## config.mk

```make
export PLATFORM = sky130hd
export DESIGN_NAME = vint_ctrl
export DESIGN_NICKNAME = d
export VERILOG_FILES = /design/src/rtl/vint_pkg.sv /design/src/rtl/vint_capture.sv /design/src/rtl/vint_prio.sv /design/src/rtl/vint_ack.sv /design/src/rtl/vint_ctrl.sv
export SDC_FILE = /design/constraint.sdc
export NUM_CORES = 1
export LEC_CHECK = 0
export ABC_AREA = 1
export ABC_CLOCK_PERIOD_IN_PS = 1600
export CAP_MARGIN = 20
export CORE_ASPECT_RATIO = 1.25
export CORE_MARGIN = 2
export CORE_UTILIZATION = 39
export CTS_CLUSTER_SIZE = 8
export DETAILED_ROUTE_END_ITERATION = 10
export GPL_TIMING_DRIVEN = 1
export PLACE_DENSITY = 0.8
export SLEW_MARGIN = 15
export SYNTH_ARGS = -nofsm -noshare
export SYNTH_HDL_FRONTEND = slang
export SYNTH_SLANG_ARGS = --single-unit
```

## constraint.sdc

```tcl
create_clock -name clk -period 1.6 [get_ports clk]
set_clock_uncertainty 0.05 [all_clocks]
set_input_delay 0.32 -clock clk [delete_from_list [all_inputs] [get_ports clk]]
set_output_delay 0.32 -clock clk [all_outputs]
set_load 0.005 [all_outputs]
```

## src/rtl/vint_pkg.sv

```systemverilog
package vint_pkg;

    localparam int VEC_W = 16;
    localparam int OPC_W = 8;

    localparam logic [VEC_W-1:0] VEC_TRAP = 16'h0024;
    localparam logic [VEC_W-1:0] VEC_EDGE = 16'h003C;
    localparam logic [VEC_W-1:0] VEC_MID  = 16'h0034;
    localparam logic [VEC_W-1:0] VEC_LOW  = 16'h002C;

    typedef enum logic [2:0] {
        SRC_NONE,
        SRC_TRAP,
        SRC_EDGE,
        SRC_MID,
        SRC_LOW,
        SRC_GEN
    } src_e;

    // qualified requests, field order is the priority order (MSB wins)
    typedef struct packed {
        logic trap;
        logic edg;
        logic mid;
        logic low;
        logic gen;
    } req_s;

    localparam int NSRC = $bits(req_s);

    function automatic logic [VEC_W-1:0] fixed_vec(src_e s);
        case (s)
            SRC_TRAP: return VEC_TRAP;
            SRC_EDGE: return VEC_EDGE;
            SRC_MID:  return VEC_MID;
            SRC_LOW:  return VEC_LOW;
            default:  return '0;
        endcase
    endfunction

    // restart opcode: target index in bits [5:3], address = index * 8
    function automatic logic [VEC_W-1:0] opc_vec(logic [OPC_W-1:0] opc);
        return {{(VEC_W-6){1'b0}}, opc[5:3], 3'b000};
    endfunction

endpackage

```

## src/rtl/vint_capture.sv

```systemverilog
module vint_capture (
    input  logic clk,
    input  logic rst,
    input  logic trap_in,
    input  logic edge_in,
    input  logic svc_trap,
    input  logic svc_edge,
    input  logic edge_clr,
    output logic trap_q,
    output logic edge_q
);
    logic trap_d, edge_d, trap_arm, edge_lat;

    always_ff @(posedge clk) begin
        if (rst) begin
            trap_d   <= 1'b0;
            edge_d   <= 1'b0;
            trap_arm <= 1'b0;
            edge_lat <= 1'b0;
        end else begin
            trap_d <= trap_in;
            edge_d <= edge_in;
            if (svc_trap || !trap_in)
                trap_arm <= 1'b0;
            else if (!trap_d)
                trap_arm <= 1'b1;
            if (svc_edge || edge_clr)
                edge_lat <= 1'b0;
            else if (edge_in && !edge_d)
                edge_lat <= 1'b1;
        end
    end

    // trap counts only after a rise that is still high one cycle later
    assign trap_q = trap_arm && trap_in;
    assign edge_q = edge_lat;

    AST_TRAP_SUSTAINED: assert property (@(posedge clk) disable iff (rst)
        trap_q |-> $past(trap_in)) else $error("trap qualified without prior high");

    AST_EDGE_HELD: assert property (@(posedge clk) disable iff (rst)
        edge_q && !svc_edge && !edge_clr |=> edge_q) else $error("edge latch lost");

endmodule

```

## src/rtl/vint_prio.sv

```systemverilog
module vint_prio
    import vint_pkg::*;
(
    input  vint_pkg::req_s req,
    output vint_pkg::src_e win,
    output logic [NSRC-1:0] grant,
    output logic any
);
    logic [NSRC-1:0] flat;
    assign flat = req;

    // highest set bit wins; bit order follows req_s
    always_comb begin
        grant = '0;
        for (int i = NSRC - 1; i >= 0; i--) begin
            if (flat[i] && grant == '0)
                grant[i] = 1'b1;
        end
    end

    always_comb begin
        unique case (1'b1)
            grant[4]: win = SRC_TRAP;
            grant[3]: win = SRC_EDGE;
            grant[2]: win = SRC_MID;
            grant[1]: win = SRC_LOW;
            grant[0]: win = SRC_GEN;
            default:  win = SRC_NONE;
        endcase
    end

    assign any = |flat;

endmodule

```

## src/rtl/vint_ack.sv

```systemverilog
module vint_ack
    import vint_pkg::*;
#(
    parameter int ACK_CYC = 2
) (
    input  logic             clk,
    input  logic             rst,
    input  logic             start_fixed,
    input  logic [VEC_W-1:0] fixed_addr,
    input  logic             start_gen,
    input  logic [OPC_W-1:0] opcode,
    output logic             busy,
    output logic             inta,
    output logic             vec_valid,
    output logic [VEC_W-1:0] vector
);
    localparam int CNT_W = (ACK_CYC > 1) ? $clog2(ACK_CYC) : 1;

    typedef enum logic {ST_IDLE, ST_ACK} st_e;
    st_e              st;
    logic [CNT_W-1:0] cnt;

    always_ff @(posedge clk) begin
        if (rst) begin
            st        <= ST_IDLE;
            cnt       <= '0;
            inta      <= 1'b0;
            vec_valid <= 1'b0;
            vector    <= '0;
        end else begin
            vec_valid <= 1'b0;
            case (st)
                ST_IDLE: begin
                    if (start_gen) begin
                        st   <= ST_ACK;
                        inta <= 1'b1;
                        cnt  <= CNT_W'(ACK_CYC - 1);
                    end else if (start_fixed) begin
                        vector    <= fixed_addr;
                        vec_valid <= 1'b1;
                    end
                end
                default: begin
                    if (cnt == '0) begin
                        st        <= ST_IDLE;
                        inta      <= 1'b0;
                        vector    <= opc_vec(opcode);
                        vec_valid <= 1'b1;
                    end else begin
                        cnt <= cnt - 1'b1;
                    end
                end
            endcase
        end
    end

    assign busy = (st == ST_ACK);

    AST_INTA_SPAN: assert property (@(posedge clk) disable iff (rst)
        inta && cnt != '0 |=> inta) else $error("acknowledge cut short");

    AST_VECTOR_AFTER_ACK: assert property (@(posedge clk) disable iff (rst)
        $fell(inta) |-> vec_valid) else $error("no vector after acknowledge");

endmodule

```

## src/rtl/vint_ctrl.sv

```systemverilog
module vint_ctrl
    import vint_pkg::*;
#(
    parameter int ACK_CYC = 2
) (
    input  logic        clk,
    input  logic        rst,
    input  logic        trap_in,
    input  logic        irq_edge_in,
    input  logic        irq_mid_in,
    input  logic        irq_low_in,
    input  logic        gen_irq_in,
    input  logic        ie_set,
    input  logic        ie_clr,
    input  logic        mask_wr,
    input  logic [2:0]  mask_data,
    input  logic        edge_clr,
    input  logic        accept,
    input  logic [7:0]  ack_opcode,
    output logic        pending,
    output logic [15:0] vector,
    output logic        vec_valid,
    output logic        inta
);
    logic            ie_q;
    logic [2:0]      mask_q;
    logic            trap_q, edge_q, any, busy, take;
    logic            svc_trap, svc_edge, start_gen, start_fixed;
    req_s            req;
    src_e            win;
    logic [NSRC-1:0] grant;

    always_ff @(posedge clk) begin
        if (rst) begin
            ie_q   <= 1'b0;
            mask_q <= '1;
        end else begin
            if (take || ie_clr)
                ie_q <= 1'b0;
            else if (ie_set)
                ie_q <= 1'b1;
            if (mask_wr)
                mask_q <= mask_data;
        end
    end

    vint_capture u_capture (
        .clk      (clk),
        .rst      (rst),
        .trap_in  (trap_in),
        .edge_in  (irq_edge_in),
        .svc_trap (svc_trap),
        .svc_edge (svc_edge),
        .edge_clr (edge_clr),
        .trap_q   (trap_q),
        .edge_q   (edge_q)
    );

    always_comb begin
        req.trap = trap_q;
        req.edg  = edge_q     && !mask_q[2] && ie_q;
        req.mid  = irq_mid_in && !mask_q[1] && ie_q;
        req.low  = irq_low_in && !mask_q[0] && ie_q;
        req.gen  = gen_irq_in && ie_q;
    end

    vint_prio u_prio (
        .req   (req),
        .win   (win),
        .grant (grant),
        .any   (any)
    );

    assign pending     = any && !busy;
    assign take        = accept && pending;
    assign svc_trap    = take && (win == SRC_TRAP);
    assign svc_edge    = take && (win == SRC_EDGE);
    assign start_gen   = take && (win == SRC_GEN);
    assign start_fixed = take && (win != SRC_GEN);

    vint_ack #(.ACK_CYC(ACK_CYC)) u_ack (
        .clk         (clk),
        .rst         (rst),
        .start_fixed (start_fixed),
        .fixed_addr  (fixed_vec(win)),
        .start_gen   (start_gen),
        .opcode      (ack_opcode),
        .busy        (busy),
        .inta        (inta),
        .vec_valid   (vec_valid),
        .vector      (vector)
    );

    AST_ONE_GRANT: assert property (@(posedge clk) disable iff (rst)
        $onehot0(grant)) else $error("several sources granted");

    AST_FIXED_STROBE: assert property (@(posedge clk) disable iff (rst)
        take && win != SRC_GEN |=> vec_valid) else $error("fixed vector missing");

    AST_TRAP_FIRST: assert property (@(posedge clk) disable iff (rst)
        trap_q && !busy |-> pending && win == SRC_TRAP) else $error("trap not first");

    AST_QUIET_WHEN_OFF: assert property (@(posedge clk) disable iff (rst)
        !ie_q && !trap_q |-> !pending) else $error("request while disabled");

    AST_IE_DROP: assert property (@(posedge clk) disable iff (rst)
        take |=> !ie_q) else $error("enable kept after accept");

    AST_NO_PEND_IN_ACK: assert property (@(posedge clk) disable iff (rst)
        inta |-> !pending) else $error("pending during acknowledge");

    AST_IDLE_ACCEPT: assert property (@(posedge clk) disable iff (rst)
        accept && !pending && !busy |=> !vec_valid && !inta) else $error("spurious accept acted");

endmodule

```

# == After elaboration in Yosys (flattened, before gate mapping) ==
# Index checks and enable logic that the tools add are counted.
# Widths: inputs -> output; s select.
# classes
n_addsub,1
eq_ne,8
muxes,23
bitwise_logic,1
n_reduce_logical,39
# op_table
op,count
$mux 16,4
$pmux 6 s4,1
$logic_and 1x1->1,19
$mux 1,17
$pmux 3 s5,1
$eq 3x2->1 const B,2
$eq 3x3->1 const B,2
$logic_not 1->1,6
$reduce_or 2->1,3
$reduce_or 5->1,1
$logic_not 4->1,1
$reduce_bool 2->1,2
$eq 3x1->1 const B,1
$logic_not 3->1,1
$logic_or 1x1->1,3
$ne 3x3->1 const B,1
$reduce_and 3->1,1
$logic_not 2->1,1
$ne 2x1->1 const B,1
$ne 2x2->1 const B,1
$reduce_and 2->1,1
$not 1->1,1
$sub 1x1->1 const B,1
# totals
reg_bits,28
in_bits,23
out_inout_bits,19
wordCells,83

# == Longest topological paths before layout ==
# Gate-level depths: netlist of run 1.
# logic_depth
ltp_word,20
ltp_mapped,11
ltp_nobuf,11

# == By module ==
# A second synthesis of run 1 with hierarchy kept.
# hier_totals
cells_unflattened,198
area_unflattened_um2,1320.0
# modules_own_cells
module,instances,cells_each,area_each_um2
vint_ack,1,106,814.5
vint_ctrl,1,52,271.5
vint_capture,1,21,150.1
vint_prio,1,19,83.8

# == Worst setup path before layout of run 1 ==
# Ideal clock, no wire load.
# synth_path
path_type,in2reg
start,input trap_in
end,register u_ack.vector[5]
setup_ps,128
arrival_ps,1111
required_time_ps,1422
path_slack_ps,311
cell_stages,10
cell_sequence,nand2_1 nand2_1 inv_1 nand2_2 nor2_2 nor2_8 a21boi_0 nand2_1 nand2_1 nor2_1
# synth_lines
item,line,rtl
"start, declared",vint_ctrl.sv:8,"input logic trap_in,"
$logic_and 1x1->1 *,vint_capture.sv:35,assign trap_q = trap_arm && trap_in;
$reduce_or 5->1 *,vint_prio.sv:32,assign any = |flat;
$logic_and 1x1->1 *,vint_ctrl.sv:74,assign pending = any && !busy;
named net pending,vint_ctrl.sv:20,"output logic pending,"
$logic_and 1x1->1 *,vint_ctrl.sv:75,assign take = accept && pending;
$logic_and 1x1->1 (on tied branches),"vint_ctrl.sv:78, vint_ctrl.sv:79",
$ne 2x1->1 (no source line) or $reduce_bool 2->1 (tied branches),-,
$reduce_and 3->1 (no source line) *,-,
"end signal, assigned",vint_ack.sv:39,vector <= fixed_addr;
"end signal, assigned",vint_ack.sv:47,vector <= opc_vec(opcode);
"end, declared",vint_ack.sv:15,output logic [VEC_W-1:0] vector
# Mark *: on every way through the listed nets, which the timed path passes. The rest lies on a longest branch. The select of a mux whose other input is x is not followed.
# A chain may end at the register's enable or synchronous reset.

# == Final worst setup path of run 1 ==
# layout_path
start,register ie_q
end,output pending
# layout_between
elab_chain_len,3
# layout_rtl
item,line,rtl
"start, declared",vint_ctrl.sv:25,logic ie_q;
"start signal, assigned",vint_ctrl.sv:35,ie_q <= 1'b0;
"start signal, assigned",vint_ctrl.sv:39,ie_q <= 1'b0;
"start signal, assigned",vint_ctrl.sv:41,ie_q <= 1'b1;
$logic_and 1x1->1 (on tied branches),-,
$reduce_or 5->1 *,vint_prio.sv:32,
$logic_and 1x1->1 *,vint_ctrl.sv:74,
"end, declared",vint_ctrl.sv:20,
# Mark *: on every way between the ends. The rest lies on a longest branch, timed or not.

==> results of run 1 <==
[synthesized netlist by cell type (2+ instances only)]
library cell,n
a21oi_1,9
o211ai_1,2
nand2_2,5
nand2_1,17
dfxtp_1,16
nor2_2,2
nor2_1,12
nand3_1,6
o21ai_0,4
nand3_2,2
inv_1,17
buf_4,12
[worst max-delay path, stage by stage (launching register included)]
cell and delay [ns]:
dfxtp_4 0.38, nand2_2 0.07, nand2_1 0.05, inv_1 0.06, nand2_2 0.06, nor2_4 0.13
nor2_8 0.04, buf_6 0.12
[layer usage]
layer | track usage | routed length [um] | vias to the layer above
met5 | 0 | 0 | -
met4 | 0.101 | 34 | 0
met3 | 0.0260 | 56 | 5
met2 | 0.262 | 909 | 19
met1 | 0.199 | 749 | 363
li1 | - | - | 407
[worst paths after layout]
kind / from / endpoint / slack (ns) / depth (start not counted)
min reg2reg: mask_q[2] / mask_q[2] / 0.45 / 2
min: trap_in / u_capture.trap_d / 0.38 / 3
max reg2reg: ie_q / u_ack.vector[5] / 0.13 / 10
max: ie_q / pending / 0.03 / 7
[power groups by stage]
stage / combinational (mW) / clock, mW / sequential [mW]
6_report: 0.148 / 0.273 / 0.422
5_1_grt: 0.167 / 0.289 / 0.425
4_1_cts: 0.147 / 0.276 / 0.423
3_5_place_dp: 0.145 / 0 / 0.432
3_3_place_gp: 0.143 / 0 / 0.431
2_1_floorplan: 0.0824 / 0 / 0.431
[layout by cell type, fill, tap and decap left out, drive strengths merged]
cell type	instances
dfxtp	16
a21boi	1
nand3	9
nand2	22
dlymetal6s2s	2
conb	12
nand3b	1
nor2	15
a21oi	9
nor3	1
buf	13
dlygate4sd2	2
inv	17
o21ai	5
clkdlybuf4s50	19
o211ai	2
clkbuf	4
nand4	1
[repair_timing]
item,4_1_cts,5_1_grt
buffers inserted,0,2
pin swaps,2,9
gates resized for setup,9,6
setup endpoints to repair,4,3
[state kept, by name (all words and copies together) (netlist names)]
signal	cells
u_ack.cnt	1
u_capture.edge_q	1
ie_q	1
u_ack.vector	4
u_ack.inta	1
u_capture.trap_d	1
u_ack.vec_valid	1
u_capture.edge_d	1
u_capture.trap_arm	1
u_ack.busy	1
mask_q	3
[logic make-up (layout without fill, tap and decap cells)]
kind of cell    count (synthesis)  in the layout  share of synthesized area
compound gates                 17             17                      0.110
buf+inv                        30             57                      0.188
simple gates                   49             49                      0.316
flops                          16             16                      0.382
other cells                     1             12                    0.00447
[per-stage QoR]
stage / utilization / worst slack [ns] / TNS, ns / instance area, um^2
after detailed placement: 0.562 / -0.475 / -3.53 / 1130
after global routing: 0.596 / -0.0245 / -0.0312 / 1190
after floorplan: - / 0.311 / 0 / 881
after CTS: 0.583 / 0.00569 / 0 / 1170
final: 0.596 / 0.0291 / 0 / 1190
after global placement: 0.562 / -0.421 / -2.61 / 1130
[cell type report]
class	instances	area, um^2	area share
inverter	17	63.8	0.0534
sequential	16	325	0.272
clock buffer	4	36.3	0.0304
timing repair buffer	36	334	0.280
tap	20	25.0	0.0209
multi-input combinational	78	410	0.343
==> impl_metrics.csv, run 1 <==
group,metric,value,unit
power,p_int,0.635,mW
clock_network,clk_latency,0.29,ns
synthesis,yosysSeqAreaShare,0.382,
synthesis,synth_warnings,0,
clock_network,cts_tree,"built",
synthesis,synth.distinct_cells,21,
sta,rsz0062_at_grt,"true",
synthesis,synth_top_area_share,0.382,
detailed_routing,drt_iter0_markers,14,
layout,antenna-diode-count,0,
detailed_routing,wirelength,1750,um
synthesis,yosys.area.top_type,"dfxtp_1",
clock_network,h-tree-depth,1,
detailed_routing,vias_per_cell,4.64,
grt,grt_pass1_wl,3240,um
clock_network,clockBufferDepth,2,
floorplan,boundaryPins,42,
layout,final_nets,175,
layout,fin_cells,171,
power,leakage,0.600,nW
outcome,status,"complete, no violations",
power,power,0.844,mW
grt,grt_max_degree,10,
setup_path,setup.worst_path.end_class,"output pin",
sta,setup_viol,0,
synthesis,synth_edf_count,0,
layout,drive_gt1_frac,0.212,
clock_network,cts_hold_buf,0,
sta,finalHoldViolations,0,
synthesis,synth.area.top_cells,"dfxtp_1 (38%), buf_4 (11%), inv_1 (7.6%), nand2_1 (7.6%), a21oi_1 (5.4%)",
detailed_routing,wl_per_cell,10.2,um
sta,post-route-period-util,0.982,
grt,first_global_vias,812,
floorplan,fp.dieW,45.5,um
clock_network,numCtsBuffers,3,
floorplan,fp.dieH,55.9,um
power,p_sw_frac,0.248,
setup_path,crit_fanout,5,
synthesis,netlist_instances,113,
place,hpwl,1380,um
power,power_frac_comb,0.176,
floorplan,start_util,0.419,
sta,clock.fmax,637,MHz
grt,grt_antenna_before_repair,0,
detailed_routing,drc_errors,0,
detailed_routing,drtPass1Iterations,4,
synthesis,synth_area_per_cell,7.43,um^2
setup_path,worstPathArrival,1.20,ns
power,ir_drop,0.600,mV
synthesis,synthArstFlopShare,0,
run,cap_violations,0,
layout,fillCellCount,191,
place,dp.cells,165,
clock_network,path_clk_slew,0.09,ns
synthesis,synth_ff_type,"dfxtp_1",
synthesis,syn_area,840,um^2
sta,slew_violations,0,
floorplan,coreArea,2000,um^2
power,sequentialPowerShare,0.501,
hold_path,hold_path.class,"primary input to register",
clock_network,cts_root_buf,"clkbuf_4",
synthesis,ys_ff_latch,16,
grt,grt-ovfl-total,0,
sta,holdWs,0.380,ns
power,p_clk_frac,0.324,
setup_path,critPathLaunchType,"register",
place,gp_congestion,0.751,
place,io_buffers,24,
setup_path,crit_required,1.23,ns
detailed_routing,routed-via-count,794,
power,p_sw,0.209,mW
floorplan,fp.dieArea,2540,um^2
layout,area_delta_synth_final,42.3,%
sta,min_period,1.57,ns
power,powerDensity,706,nW/um^2
clock_network,cts.sinks,16,
grt,track_usage,0.165,
setup_path,crit_type,"register to output pin",
floorplan,row_count,18,
detailed_routing,ant_nets,0,
No activity file was read; power rests on OpenSTA's default activity.
==> run 2: changes to the inputs <==
CORE_ASPECT_RATIO = not set   (was 1.25)
HOLD_SLACK_MARGIN = 0.05   (was not set)
==> impl_metrics.csv, run 2 (synthesis results as in run 1) <==
group,metric,value,unit
place,io_buffers,24,
setup_path,crit_type,"register to output pin",
setup_path,worstPathArrival,1.20,ns
setup_path,critPathMaxStageDelay,0.34,ns
layout,antenna-diode-count,0,
setup_path,setup.worst_path.end_class,"output pin",
clock_network,cts_root_buf,"clkbuf_4",
power,powerDensity,704,nW/um^2
detailed_routing,drc_errors,0,
setup_path,crit_chain,"inv_1, nand3_1, nand2_2, nor2_4, nor2_8, buf_6",
outcome,status,"complete, no violations",
sta,finalHoldViolations,0,
setup_path,cpLargestDelayFamily,"simple AND/OR/NAND/NOR gates",
run,cap_violations,0,
setup_path,worst-path-buf-inv,2,
layout,largest_register_ffs,4,
layout,reg.largest.list,"u_ack.vector (4), mask_q (3)",
place,gp_congestion,0.803,
sta,setup_viol,0,
detailed_routing,drt_iter0_markers,11,
detailed_routing,vias_per_cell,4.46,
clock_network,numCtsBuffers,3,
layout,final_cell_mix,"clkdlybuf4s50_1 (20), inv_1 (17), nand2_1 (17), dfxtp_1 (14), conb_1 (12)",
clock_network,path_clk_slew,0.09,ns
layout,drive_gt1_frac,0.201,
grt,first_global_vias,730,
detailed_routing,drtPass1Iterations,4,
sta,rsz0062_at_grt,"true",
layout,fin_cells,176,
power,power,0.841,mW
sta,slew_violations,0,
setup_path,crit_fanout,2,
sta,holdWs,0.371,ns
power,ir_drop,0.563,mV
grt,track_usage,0.150,
floorplan,row_count,16,
setup_path,slowest_stage,"dfxtp_2",
detailed_routing,wirelength,1840,um
place,hpwl,1460,um
floorplan,fp.dieArea,2540,um^2
setup_path,crit_required,1.23,ns
grt,grt_max_degree,10,
sta,min_period,1.57,ns
grt,grt-ovfl-total,0,
clock_network,clk_latency,0.29,ns
layout,final_nets,173,
setup_path,critPathLaunchType,"register",
floorplan,coreArea,2000,um^2
power,leakage,0.582,nW
clock_network,cts_tree,"built",
floorplan,boundaryPins,42,
sta,clock.fmax,635,MHz
grt,grt_antenna_before_repair,0,
clock_network,clockBufferDepth,2,
hold_path,hold_path.class,"primary input to register",
layout,area_delta_synth_final,42.3,%
floorplan,start_util,0.419,
sta,post-route-period-util,0.984,
clock_network,cts.sinks,16,
floorplan,fp.dieH,50.4,um
detailed_routing,routed-via-count,785,
place,dp.cells,171,
floorplan,fp.dieW,50.4,um
detailed_routing,wl_per_cell,10.4,um
grt,grt_pass1_wl,2970,um
layout,fillCellCount,180,
detailed_routing,ant_nets,0,
layout,top_register,"u_ack.vector",
clock_network,h-tree-depth,1,
layout,final_common_cell,"clkdlybuf4s50_1",
## run 2: cell count changes in the layout (fill, tap and decap cells not counted), sizes merged
cell,change
clkdlybuf4s50,+1
buf,-2
dlymetal6s2s,-1
## run 2: worst register-to-register path, stage by stage, from the launching register on
cell	delay (ns)
dfxtp_1	0.32
nand2_1	0.08
buf_4	0.10
buf_4	0.11
inv_1	0.04
nor2_2	0.16
nand4_4	0.16
a21boi_1	0.18
nand2_1	0.07
nand2_1	0.06
nor2_1	0.04
## run 2: repair_timing
| action | CTS | global route |
|---|---|---|
| hold buffers | 0 | 0 |
| endpoints found under the setup margin | 2 | 4 |
| buffers inserted | 1 | 0 |
| pin swaps | 2 | 8 |
| resized for setup | 8 | 7 |
## run 2: final cells by class
type | instances | area, um^2 | share of cell area
Inverter | 17 | 63.8 | 0.0534
Tap cell | 27 | 33.8 | 0.0283
Timing Repair Buffer | 34 | 317 | 0.265
Sequential cell | 16 | 325 | 0.272
Clock buffer | 4 | 36.3 | 0.0304
Multi-Input combinational cell | 78 | 419 | 0.351
## run 2: worst paths after layout
kind / startpoint / endpoint / slack [ns] / cells past startpoint
min: trap_in / u_capture.trap_d / 0.37 / 3
max: mask_q[2] / pending / 0.03 / 6
max reg2reg: u_capture.trap_arm / u_ack.vector[5] / 0.12 / 10
min reg2reg: u_ack.vector[4] / u_ack.vector[4] / 0.44 / 2
## run 2: routing by layer
metal	share of wire	wire length, um	global-route usage	vias to the layer above
li1	-	-	-	404
met1	0.43	784	0.176	358
met2	0.53	971	0.270	20
met3	0.029	54	0.0179	3
met4	0.014	25	0.0676	0
met5	0	0	0	-
## run 2: power breakdown
group          switching, mW  internal, mW
clock                  0.130         0.139
combinational         0.0678        0.0813
sequential           0.00880         0.414
total                  0.207         0.634
## run 2: per-stage QoR
step / TNS, ns / setup WS [ns] / utilization / area (um^2)
finish: 0 / 0.0251 / 0.597 / 1190
detailed placement: -3.36 / -0.448 / 0.564 / 1130
CTS: 0 / 0.00944 / 0.585 / 1170
global placement: -2.58 / -0.414 / 0.564 / 1130
global route: -0.0336 / -0.0336 / 0.597 / 1190
floorplan: 0 / 0.311 / - / 881
